$ cat src/rtl/spi_regmaster_pkg.sv
package spi_regmaster_pkg;
  // Word layout is fixed by the peripheral protocol.
  localparam int FRAME_W = 32;
  localparam int ADDR_W  = 6;
  localparam int DATA_W  = 24;

  localparam logic [2:0] OP_READ  = 3'd0;
  localparam logic [2:0] OP_WRITE = 3'd1;
  localparam logic [2:0] OP_SET   = 3'd2;
  localparam logic [2:0] OP_CLR   = 3'd3;
  localparam logic [2:0] OP_MASK  = 3'd4;
  localparam logic [2:0] OP_BRD   = 3'd5;
  localparam logic [2:0] OP_BWR   = 3'd6;

  typedef enum logic [1:0] {ST_IDLE, ST_LAUNCH, ST_WAIT, ST_FIN} st_e;

  function automatic logic [FRAME_W-1:0] pack_frame(input logic wr,
                                                    input logic [ADDR_W-1:0] a,
                                                    input logic [DATA_W-1:0] d);
    return {wr, a, 1'b0, (wr ? d : {DATA_W{1'b0}})};
  endfunction
endpackage

$ cat src/rtl/spi_word_engine.sv
module spi_word_engine #(
  parameter int FRAME_W = 32
) (
  input  logic               clk,
  input  logic               rst,
  input  logic               start,
  input  logic [FRAME_W-1:0] tx,
  input  logic               miso,
  output logic               done,
  output logic [FRAME_W-1:0] rx,
  output logic               sclk,
  output logic               mosi,
  output logic               cs
);
  localparam int BIT_W = $clog2(FRAME_W);

  logic               active;
  logic [1:0]         ph;     // four system clocks per serial bit
  logic [BIT_W-1:0]   bitn;
  logic [FRAME_W-1:0] sh;
  logic [FRAME_W-1:0] rxs;

  always_ff @(posedge clk) begin
    if (rst) begin
      active <= 1'b0;
      ph     <= '0;
      bitn   <= '0;
      sh     <= '0;
      rxs    <= '0;
      rx     <= '0;
      done   <= 1'b0;
      sclk   <= 1'b0;
      mosi   <= 1'b0;
      cs     <= 1'b0;
    end else begin
      done <= 1'b0;
      if (!active) begin
        if (start) begin
          active <= 1'b1;
          cs     <= 1'b1;
          sh     <= tx;
          mosi   <= tx[FRAME_W-1];
          ph     <= '0;
          bitn   <= BIT_W'(FRAME_W-1);
        end
      end else begin
        ph <= ph + 2'd1;
        if (ph == 2'd1) begin
          sclk <= 1'b1;
          rxs  <= {rxs[FRAME_W-2:0], miso};
        end
        if (ph == 2'd3) begin
          sclk <= 1'b0;
          if (bitn == '0) begin
            active <= 1'b0;
            cs     <= 1'b0;
            done   <= 1'b1;
            rx     <= rxs;
          end else begin
            bitn <= bitn - 1'b1;
            sh   <= {sh[FRAME_W-2:0], 1'b0};
            mosi <= sh[FRAME_W-2];
          end
        end
      end
    end
  end

  // serial clock pulses only inside a selected word
  a_r2_sclk_in_cs: assert property (@(posedge clk) disable iff (rst)
    sclk |-> cs);
  // select stays low for at least one cycle after each word
  a_r2_cs_gap: assert property (@(posedge clk) disable iff (rst)
    $fell(cs) |=> !cs);
  // data out moves only together with a falling serial clock
  a_r2_mosi_on_fall: assert property (@(posedge clk) disable iff (rst)
    (cs && $past(cs) && !$stable(mosi)) |-> $fell(sclk));
endmodule

$ cat src/rtl/spi_addr_check.sv
module spi_addr_check
  import spi_regmaster_pkg::*;
#(
  parameter int NUM_REGS  = 64,
  parameter int MAX_BURST = 4,
  parameter int CNT_W     = 3
) (
  input  logic [2:0]                  op,
  input  logic [ADDR_W-1:0]           addr,
  input  logic [CNT_W-1:0]            count,
  input  logic [MAX_BURST*ADDR_W-1:0] burst_addr,
  output logic                        reject
);
  localparam int LIM_I = (NUM_REGS > (1 << ADDR_W)) ? (1 << ADDR_W) : NUM_REGS;
  localparam logic [ADDR_W:0] LIM = (ADDR_W+1)'(LIM_I);

  logic [MAX_BURST-1:0] ent_bad;

  for (genvar i = 0; i < MAX_BURST; i++) begin : g_ent
    assign ent_bad[i] = (CNT_W'(i) < count) &&
                        ({1'b0, burst_addr[i*ADDR_W +: ADDR_W]} >= LIM);
  end

  logic is_burst, single_bad, burst_bad;
  always_comb begin
    is_burst   = (op == OP_BRD) || (op == OP_BWR);
    single_bad = ({1'b0, addr} >= LIM);
    burst_bad  = (count == '0) || (count > CNT_W'(MAX_BURST)) || (|ent_bad);
    if (op > OP_BWR)   reject = 1'b1;
    else if (is_burst) reject = burst_bad;
    else               reject = single_bad;
  end
endmodule

$ cat src/rtl/spi_rmw_merge.sv
module spi_rmw_merge
  import spi_regmaster_pkg::*;
(
  input  logic [2:0]        op,
  input  logic [DATA_W-1:0] old_val,
  input  logic [DATA_W-1:0] arg,
  input  logic [DATA_W-1:0] mask,
  output logic [DATA_W-1:0] new_val
);
  always_comb begin
    case (op)
      OP_SET:  new_val = old_val | arg;
      OP_CLR:  new_val = old_val & ~arg;
      OP_MASK: new_val = (old_val & ~mask) | (arg & mask);
      default: new_val = old_val;
    endcase
  end
endmodule

$ cat src/rtl/spi_regmaster.sv
module spi_regmaster
  import spi_regmaster_pkg::*;
#(
  parameter int NUM_REGS  = 64,
  parameter int MAX_BURST = 4,
  localparam int CNT_W    = $clog2(MAX_BURST + 1)
) (
  input  logic                        clk,
  input  logic                        rst,
  input  logic                        req_valid,
  output logic                        req_ready,
  input  logic [2:0]                  req_op,
  input  logic [5:0]                  req_addr,
  input  logic [23:0]                 req_data,
  input  logic [23:0]                 req_mask,
  input  logic [CNT_W-1:0]            req_count,
  input  logic [MAX_BURST*6-1:0]      req_burst_addr,
  input  logic [MAX_BURST*24-1:0]     req_burst_data,
  output logic                        done_valid,
  output logic                        done_err,
  output logic [23:0]                 done_data,
  output logic [MAX_BURST*24-1:0]     burst_rdata,
  output logic                        spi_sclk,
  output logic                        spi_mosi,
  output logic                        spi_cs,
  input  logic                        spi_miso
);
  localparam int IDX_W = (MAX_BURST > 1) ? $clog2(MAX_BURST) : 1;

  st_e                 state_q;
  logic [2:0]          op_q;
  logic [ADDR_W-1:0]   addr_q;
  logic [DATA_W-1:0]   data_q, mask_q, wdata_q, res_q;
  logic [CNT_W-1:0]    left_q;
  logic [IDX_W-1:0]    idx_q;
  logic                wr_phase_q, err_q;
  logic [ADDR_W-1:0]   b_addr [MAX_BURST];
  logic [DATA_W-1:0]   b_data [MAX_BURST];
  logic [DATA_W-1:0]   b_rd   [MAX_BURST];

  logic                reject, eng_start, eng_done;
  logic [FRAME_W-1:0]  eng_tx, eng_rx;
  logic [DATA_W-1:0]   merged;
  logic                is_burst, is_rmw, rx_bad, last_entry;

  spi_addr_check #(.NUM_REGS(NUM_REGS), .MAX_BURST(MAX_BURST), .CNT_W(CNT_W)) u_chk (
    .op(req_op), .addr(req_addr), .count(req_count),
    .burst_addr(req_burst_addr), .reject(reject));

  spi_rmw_merge u_merge (
    .op(op_q), .old_val(eng_rx[DATA_W-1:0]), .arg(data_q), .mask(mask_q),
    .new_val(merged));

  spi_word_engine #(.FRAME_W(FRAME_W)) u_eng (
    .clk(clk), .rst(rst), .start(eng_start), .tx(eng_tx), .miso(spi_miso),
    .done(eng_done), .rx(eng_rx), .sclk(spi_sclk), .mosi(spi_mosi), .cs(spi_cs));

  for (genvar i = 0; i < MAX_BURST; i++) begin : g_flat
    assign burst_rdata[i*DATA_W +: DATA_W] = b_rd[i];
  end

  always_comb begin
    is_burst   = (op_q == OP_BRD) || (op_q == OP_BWR);
    is_rmw     = (op_q == OP_SET) || (op_q == OP_CLR) || (op_q == OP_MASK);
    rx_bad     = &eng_rx;
    last_entry = (left_q == CNT_W'(1));
    eng_start  = (state_q == ST_LAUNCH);
    req_ready  = (state_q == ST_IDLE);
    if (op_q == OP_BWR)
      eng_tx = pack_frame(1'b1, b_addr[idx_q], b_data[idx_q]);
    else if (op_q == OP_BRD)
      eng_tx = pack_frame(1'b0, b_addr[idx_q], '0);
    else if (wr_phase_q)
      eng_tx = pack_frame(1'b1, addr_q, wdata_q);
    else
      eng_tx = pack_frame(op_q == OP_WRITE, addr_q, data_q);
  end

  always_ff @(posedge clk) begin
    if (rst) begin
      state_q    <= ST_IDLE;
      op_q       <= OP_READ;
      addr_q     <= '0;
      data_q     <= '0;
      mask_q     <= '0;
      wdata_q    <= '0;
      res_q      <= '0;
      left_q     <= '0;
      idx_q      <= '0;
      wr_phase_q <= 1'b0;
      err_q      <= 1'b0;
      done_valid <= 1'b0;
      done_err   <= 1'b0;
      done_data  <= '0;
      for (int i = 0; i < MAX_BURST; i++) begin
        b_addr[i] <= '0;
        b_data[i] <= '0;
        b_rd[i]   <= '0;
      end
    end else begin
      done_valid <= 1'b0;
      case (state_q)
        ST_IDLE: if (req_valid) begin
          op_q       <= req_op;
          addr_q     <= req_addr;
          data_q     <= req_data;
          mask_q     <= req_mask;
          left_q     <= req_count;
          idx_q      <= '0;
          wr_phase_q <= 1'b0;
          err_q      <= reject;
          res_q      <= '0;
          for (int i = 0; i < MAX_BURST; i++) begin
            b_addr[i] <= req_burst_addr[i*ADDR_W +: ADDR_W];
            b_data[i] <= req_burst_data[i*DATA_W +: DATA_W];
          end
          state_q <= reject ? ST_FIN : ST_LAUNCH;
        end
        ST_LAUNCH: state_q <= ST_WAIT;
        ST_WAIT: if (eng_done) begin
          if (is_burst) begin
            if (op_q == OP_BRD) begin
              b_rd[idx_q] <= eng_rx[DATA_W-1:0];
              err_q       <= err_q | rx_bad;
            end
            if (last_entry) state_q <= ST_FIN;
            else begin
              idx_q   <= idx_q + 1'b1;
              left_q  <= left_q - 1'b1;
              state_q <= ST_LAUNCH;
            end
          end else if (is_rmw && !wr_phase_q) begin
            res_q <= eng_rx[DATA_W-1:0];
            if (rx_bad) begin
              err_q   <= 1'b1;
              state_q <= ST_FIN;
            end else begin
              wdata_q    <= merged;
              wr_phase_q <= 1'b1;
              state_q    <= ST_LAUNCH;
            end
          end else begin
            if (op_q == OP_READ) begin
              res_q <= eng_rx[DATA_W-1:0];
              err_q <= rx_bad;
            end
            state_q <= ST_FIN;
          end
        end
        ST_FIN: begin
          done_valid <= 1'b1;
          done_err   <= err_q;
          done_data  <= res_q;
          state_q    <= ST_IDLE;
        end
        default: state_q <= ST_IDLE;
      endcase
    end
  end

  // an accepted request holds the port busy on the following cycle
  a_r10_ready_drops: assert property (@(posedge clk) disable iff (rst)
    (req_valid && req_ready) |=> !req_ready);
  // completion is a single-cycle pulse
  a_r10_done_single: assert property (@(posedge clk) disable iff (rst)
    done_valid |=> !done_valid);
  // a failed read half ends the request without a write word
  a_r6_abort_on_error: assert property (@(posedge clk) disable iff (rst)
    (state_q == ST_WAIT && eng_done && is_rmw && !wr_phase_q && rx_bad)
      |=> (state_q == ST_FIN));
endmodule

$ cat config.mk
export PLATFORM = sky130hd
export DESIGN_NAME = spi_regmaster
export DESIGN_NICKNAME = d
export VERILOG_FILES = /design/src/rtl/spi_regmaster_pkg.sv /design/src/rtl/spi_word_engine.sv /design/src/rtl/spi_addr_check.sv /design/src/rtl/spi_rmw_merge.sv /design/src/rtl/spi_regmaster.sv
export SDC_FILE = /design/constraint.sdc
export NUM_CORES = 1
export LEC_CHECK = 0
export ABC_AREA = 1
export BUFFER_PORTS_ARGS = -buffer_cell sky130_fd_sc_hd__buf_2
export CAP_MARGIN = 20
export CELL_PAD_IN_SITES_DETAIL_PLACEMENT = 1
export CELL_PAD_IN_SITES_GLOBAL_PLACEMENT = 1
export CORE_UTILIZATION = 46
export CTS_BUF_LIST = sky130_fd_sc_hd__clkbuf_16
export CTS_CLUSTER_SIZE = 8
export DETAILED_ROUTE_END_ITERATION = 16
export MAX_ROUTING_LAYER = met4
export PLACE_DENSITY = 0.93
export SLEW_MARGIN = 10
export SYNTH_ARGS = -nofsm -noshare
export SYNTH_HDL_FRONTEND = slang
export SYNTH_SLANG_ARGS = --single-unit
$ cat constraint.sdc
create_clock -name clk -period 13.6 [get_ports clk]
set_clock_uncertainty 0.15 [all_clocks]
set_input_delay 2.72 -clock clk [delete_from_list [all_inputs] [get_ports clk]]
set_output_delay 2.72 -clock clk [all_outputs]
set_load 0.01 [all_outputs]
==> flow_metrics.env <==
export IMPL_run_status="completed"
export IMPL_syn_cell_area_mm2=0.0197
export IMPL_clock_latency_ns=0.61
export IMPL_drv_cap=0
export IMPL_drt_wl_total_um=73800
export IMPL_p_leak_uw=0.0104
export IMPL_powerDensity_mw_per_mm2=185
export IMPL_critical_path_arrival_ns=5.40
export IMPL_synth_nets=2540
export IMPL_path_delay_family="buffers and inverters"
export IMPL_critPathMaxStageDelay_ns=0.87
export IMPL_cp_start_kind="input pin"
export IMPL_max_freq_mhz=194
export IMPL_slew_violations=0
export IMPL_synthArstFlopShare_pct=0
export IMPL_clockBufferDepth=3
export IMPL_die_y_um=209
export IMPL_cts_tree="done"
export IMPL_cp_slowest_cell="buf_4"
export IMPL_r2r_cells=10
export IMPL_critPathBufInv=4
export IMPL_synth_compound_area_share_pct=12.3
export IMPL_crit_start="rst"
export IMPL_drt_vias_per_instance=5.72
export IMPL_cts_buffers=68
export IMPL_netlist_instances=2350
export IMPL_path_cells="buf_2 -> buf_4 -> inv_4 -> nand3_4 -> buf_4 -> o21ai_0"
export IMPL_final_cell_mix="nor2_1, nand2_1, inv_1"
export IMPL_r2r_end="wdata_q[23]$_SDFFE_PP0P_"
export IMPL_avgSynthCellArea_um2=8.38
export IMPL_reg2reg_from="wr_phase_q$_SDFFE_PP0P_"
export IMPL_seqCellArea_mm2=0.0115
export IMPL_min_to="u_eng.cs$_SDFFE_PP0P_"
export IMPL_cp_max_fo=92
export IMPL_final_hold_viol_count=0
export IMPL_relSlewSlack_pct=18.7
export IMPL_drt_iter0_markers=1841
export IMPL_grt_setup_unrepaired="false"
export IMPL_top_level_ports=310
export IMPL_cp_required_ns=13.84
export IMPL_setup_slack_ns=8.44
export IMPL_drive_gt1_share_pct=17.3
export IMPL_yosys_top_cells_area="edfxtp_1, dfxtp_1, nor2_1"
export IMPL_synth_xor_area_share_pct=0.178
export IMPL_end_kind="flip-flop"
export IMPL_setup_violations=0
export IMPL_holdPathStages=2
export IMPL_cts_resized=0
export IMPL_tightest_slew_ns=1.22
export IMPL_multi_input_area_mm2=0.00649
export IMPL_clock_sinks=465
export IMPL_synth_top_family_by_area="simple AND/OR/NAND/NOR gates"
export IMPL_period_share_pct=37.9
export IMPL_cts_htree_levels=3
export IMPL_vias=18300
export IMPL_grt_max_degree=93
export IMPL_cts_setup_buffers=0
export IMPL_port_buffers=309
export IMPL_gp_congestion=0.895
export IMPL_fillCellCount=4977
export IMPL_path_common_cell="buf_4"
export IMPL_critPathKind="in2reg"
export IMPL_start_util_pct=46.8
export IMPL_grt_overflow_total=0
export IMPL_grt_pass1_vias=19400
export IMPL_synth_simple_area_share_pct=19.8
export IMPL_grt_pass1_wl_um=111000
export IMPL_layout_min_cycle_time_ns=5.16
export IMPL_hold_start="u_eng.cs$_SDFFE_PP0P_"
export IMPL_fp_dieArea_mm2=0.0436
export IMPL_rrSetupSlack_ns=9.84
export IMPL_dpl_hpwl_um=44100
export IMPL_ant_nets=0
export IMPL_final_core_util_pct=56.1
export IMPL_tns_ns=0
export IMPL_dp_slack_ns=7.53
export IMPL_synthToLayoutAreaGrowth_pct=19.9
export IMPL_synthFlopType="dfxtp_1"
export IMPL_route_detailed_drc=0
export IMPL_synth_distinct_cells=34
export IMPL_synth_yosys_seq_area_share_pct=58.3
export IMPL_synth_top_area_cell="edfxtp_1"
export IMPL_synth_seq_cells=465
export IMPL_core_mm2=0.0420
export IMPL_irDropWorstVdd_v=0.000101
export IMPL_cts_hold_buf=0
export IMPL_cts_root_buffer="clkbuf_16"
export IMPL_rows=75
export IMPL_antenna_found_initial=3
export IMPL_synthAdderAreaFrac_pct=0.381
export IMPL_place_inst=3082
export IMPL_p_total_uw=4370
export IMPL_dr_pass1_iters=5
export IMPL_die_x_um=209
export IMPL_hp_class="reg2reg"
export IMPL_fin_cells=3201
export IMPL_wl_per_cell_um=23.1
export IMPL_synth_edf_count=216
export IMPL_synth_top_area_share_pct=32.9
export IMPL_path_clk_slew_ns=0.05
export IMPL_final_common_cell="nor2_1"
export IMPL_yosys_warnings=0
export IMPL_synth_mux_area_share_pct=0
export IMPL_track_usage_pct=33.8
export IMPL_nNetsFinal=2808
cell type report:
class                      count  area share (%)
antenna                        5          0.0530
clock buffer                  69            7.32
clock inverter                40           0.975
inverter                     323            5.15
multi-input combinational   1429            27.5
sequential                   465            48.6
tap                          539            2.86
timing repair buffer         331            7.55
worst reg2reg max path, stage by stage, from the launching register on:
cell and delay, ns:
dfxtp_1 1.13, inv_1 0.77, nand2_1 0.46, inv_2 0.07, nand2_1 0.12, inv_2 0.06
nand3_2 0.05, buf_4 0.45, nand2_1 0.18, nand2_1 0.14, nor2_1 0.06
cells in the mapped netlist, types with 3 or more instances:
library cell	n
dfxtp_1	249
buf_1	7
o22ai_1	55
buf_6	5
buf_2	18
nand2_1	355
nor3_1	5
o21ai_0	262
o211ai_1	7
nor2_4	14
a31oi_1	6
clkinv_1	5
o21ai_1	21
a21oi_1	106
ha_1	6
o31ai_1	3
clkbuf_1	100
inv_1	293
nor2_1	447
inv_2	25
nand3_1	127
edfxtp_1	216
worst max path at each step:
stage	end	slack, ns	cells after the start
2_1_floorplan	b_addr[0][0]$_SDFFCE_PN0P_	6.57	3
3_3_place_gp	b_data[0][2]$_SDFFCE_PN0P_	7.66	6
3_5_place_dp	b_data[1][2]$_SDFFCE_PN0P_	7.53	6
4_1_cts	b_data[1][12]$_SDFFCE_PN0P_	8.11	6
5_1_grt	addr_q[1]$_SDFFE_PP0P_	8.34	6
6_report	addr_q[1]$_SDFFE_PP0P_	8.44	6
stage by stage:
stage	hold slack [ns]	instance area, um^2
after floorplan	0.264	19700
after global placement	0.273	21500
after detailed placement	0.291	21500
after CTS	0.307	23500
after global routing	0.329	23600
final	0.302	23600
metal layers:
metal | vias to the layer above | GRT usage [%] | part of all wire [%]
li1 | 8112 | - | -
met1 | 8973 | 39.1 | 38
met2 | 1000 | 56.6 | 50
met3 | 217 | 6.48 | 7.6
met4 | 0 | 16.1 | 4.6
met5 | - | - | 0
registers in the layout, summed over array words and instances (netlist names), 2 cells and up, named ones only:
name	flops
u_eng.sh	31
done_data	24
u_eng.ph	2
b_data	96
res_q	24
idx_q	2
state_q	2
b_addr	24
u_eng.bitn	5
b_rd	96
op_q	3
u_eng.rx	32
wdata_q	24
mask_q	24
data_q	24
u_eng.rxs	32
addr_q	6
left_q	3
power by group:
group / switching, uW / internal, uW
Sequential: 144 / 1710
Clock: 680 / 919
Combinational: 671 / 252
kinds of logic (layout without fill, tap and decap cells):
| family | after synthesis | in the layout |
|---|---|---|
| and+or+nand+nor | 956 | 956 |
| DFF | 465 | 465 |
| AOI/OAI and AO/OA | 463 | 463 |
| buffers and inverters | 456 | 763 |
| adders and majority gates | 6 | 6 |
| xor gates and xnor gates | 4 | 4 |
| other | 0 | 5 |
Note: power is estimated with default switching activity, not from simulation.
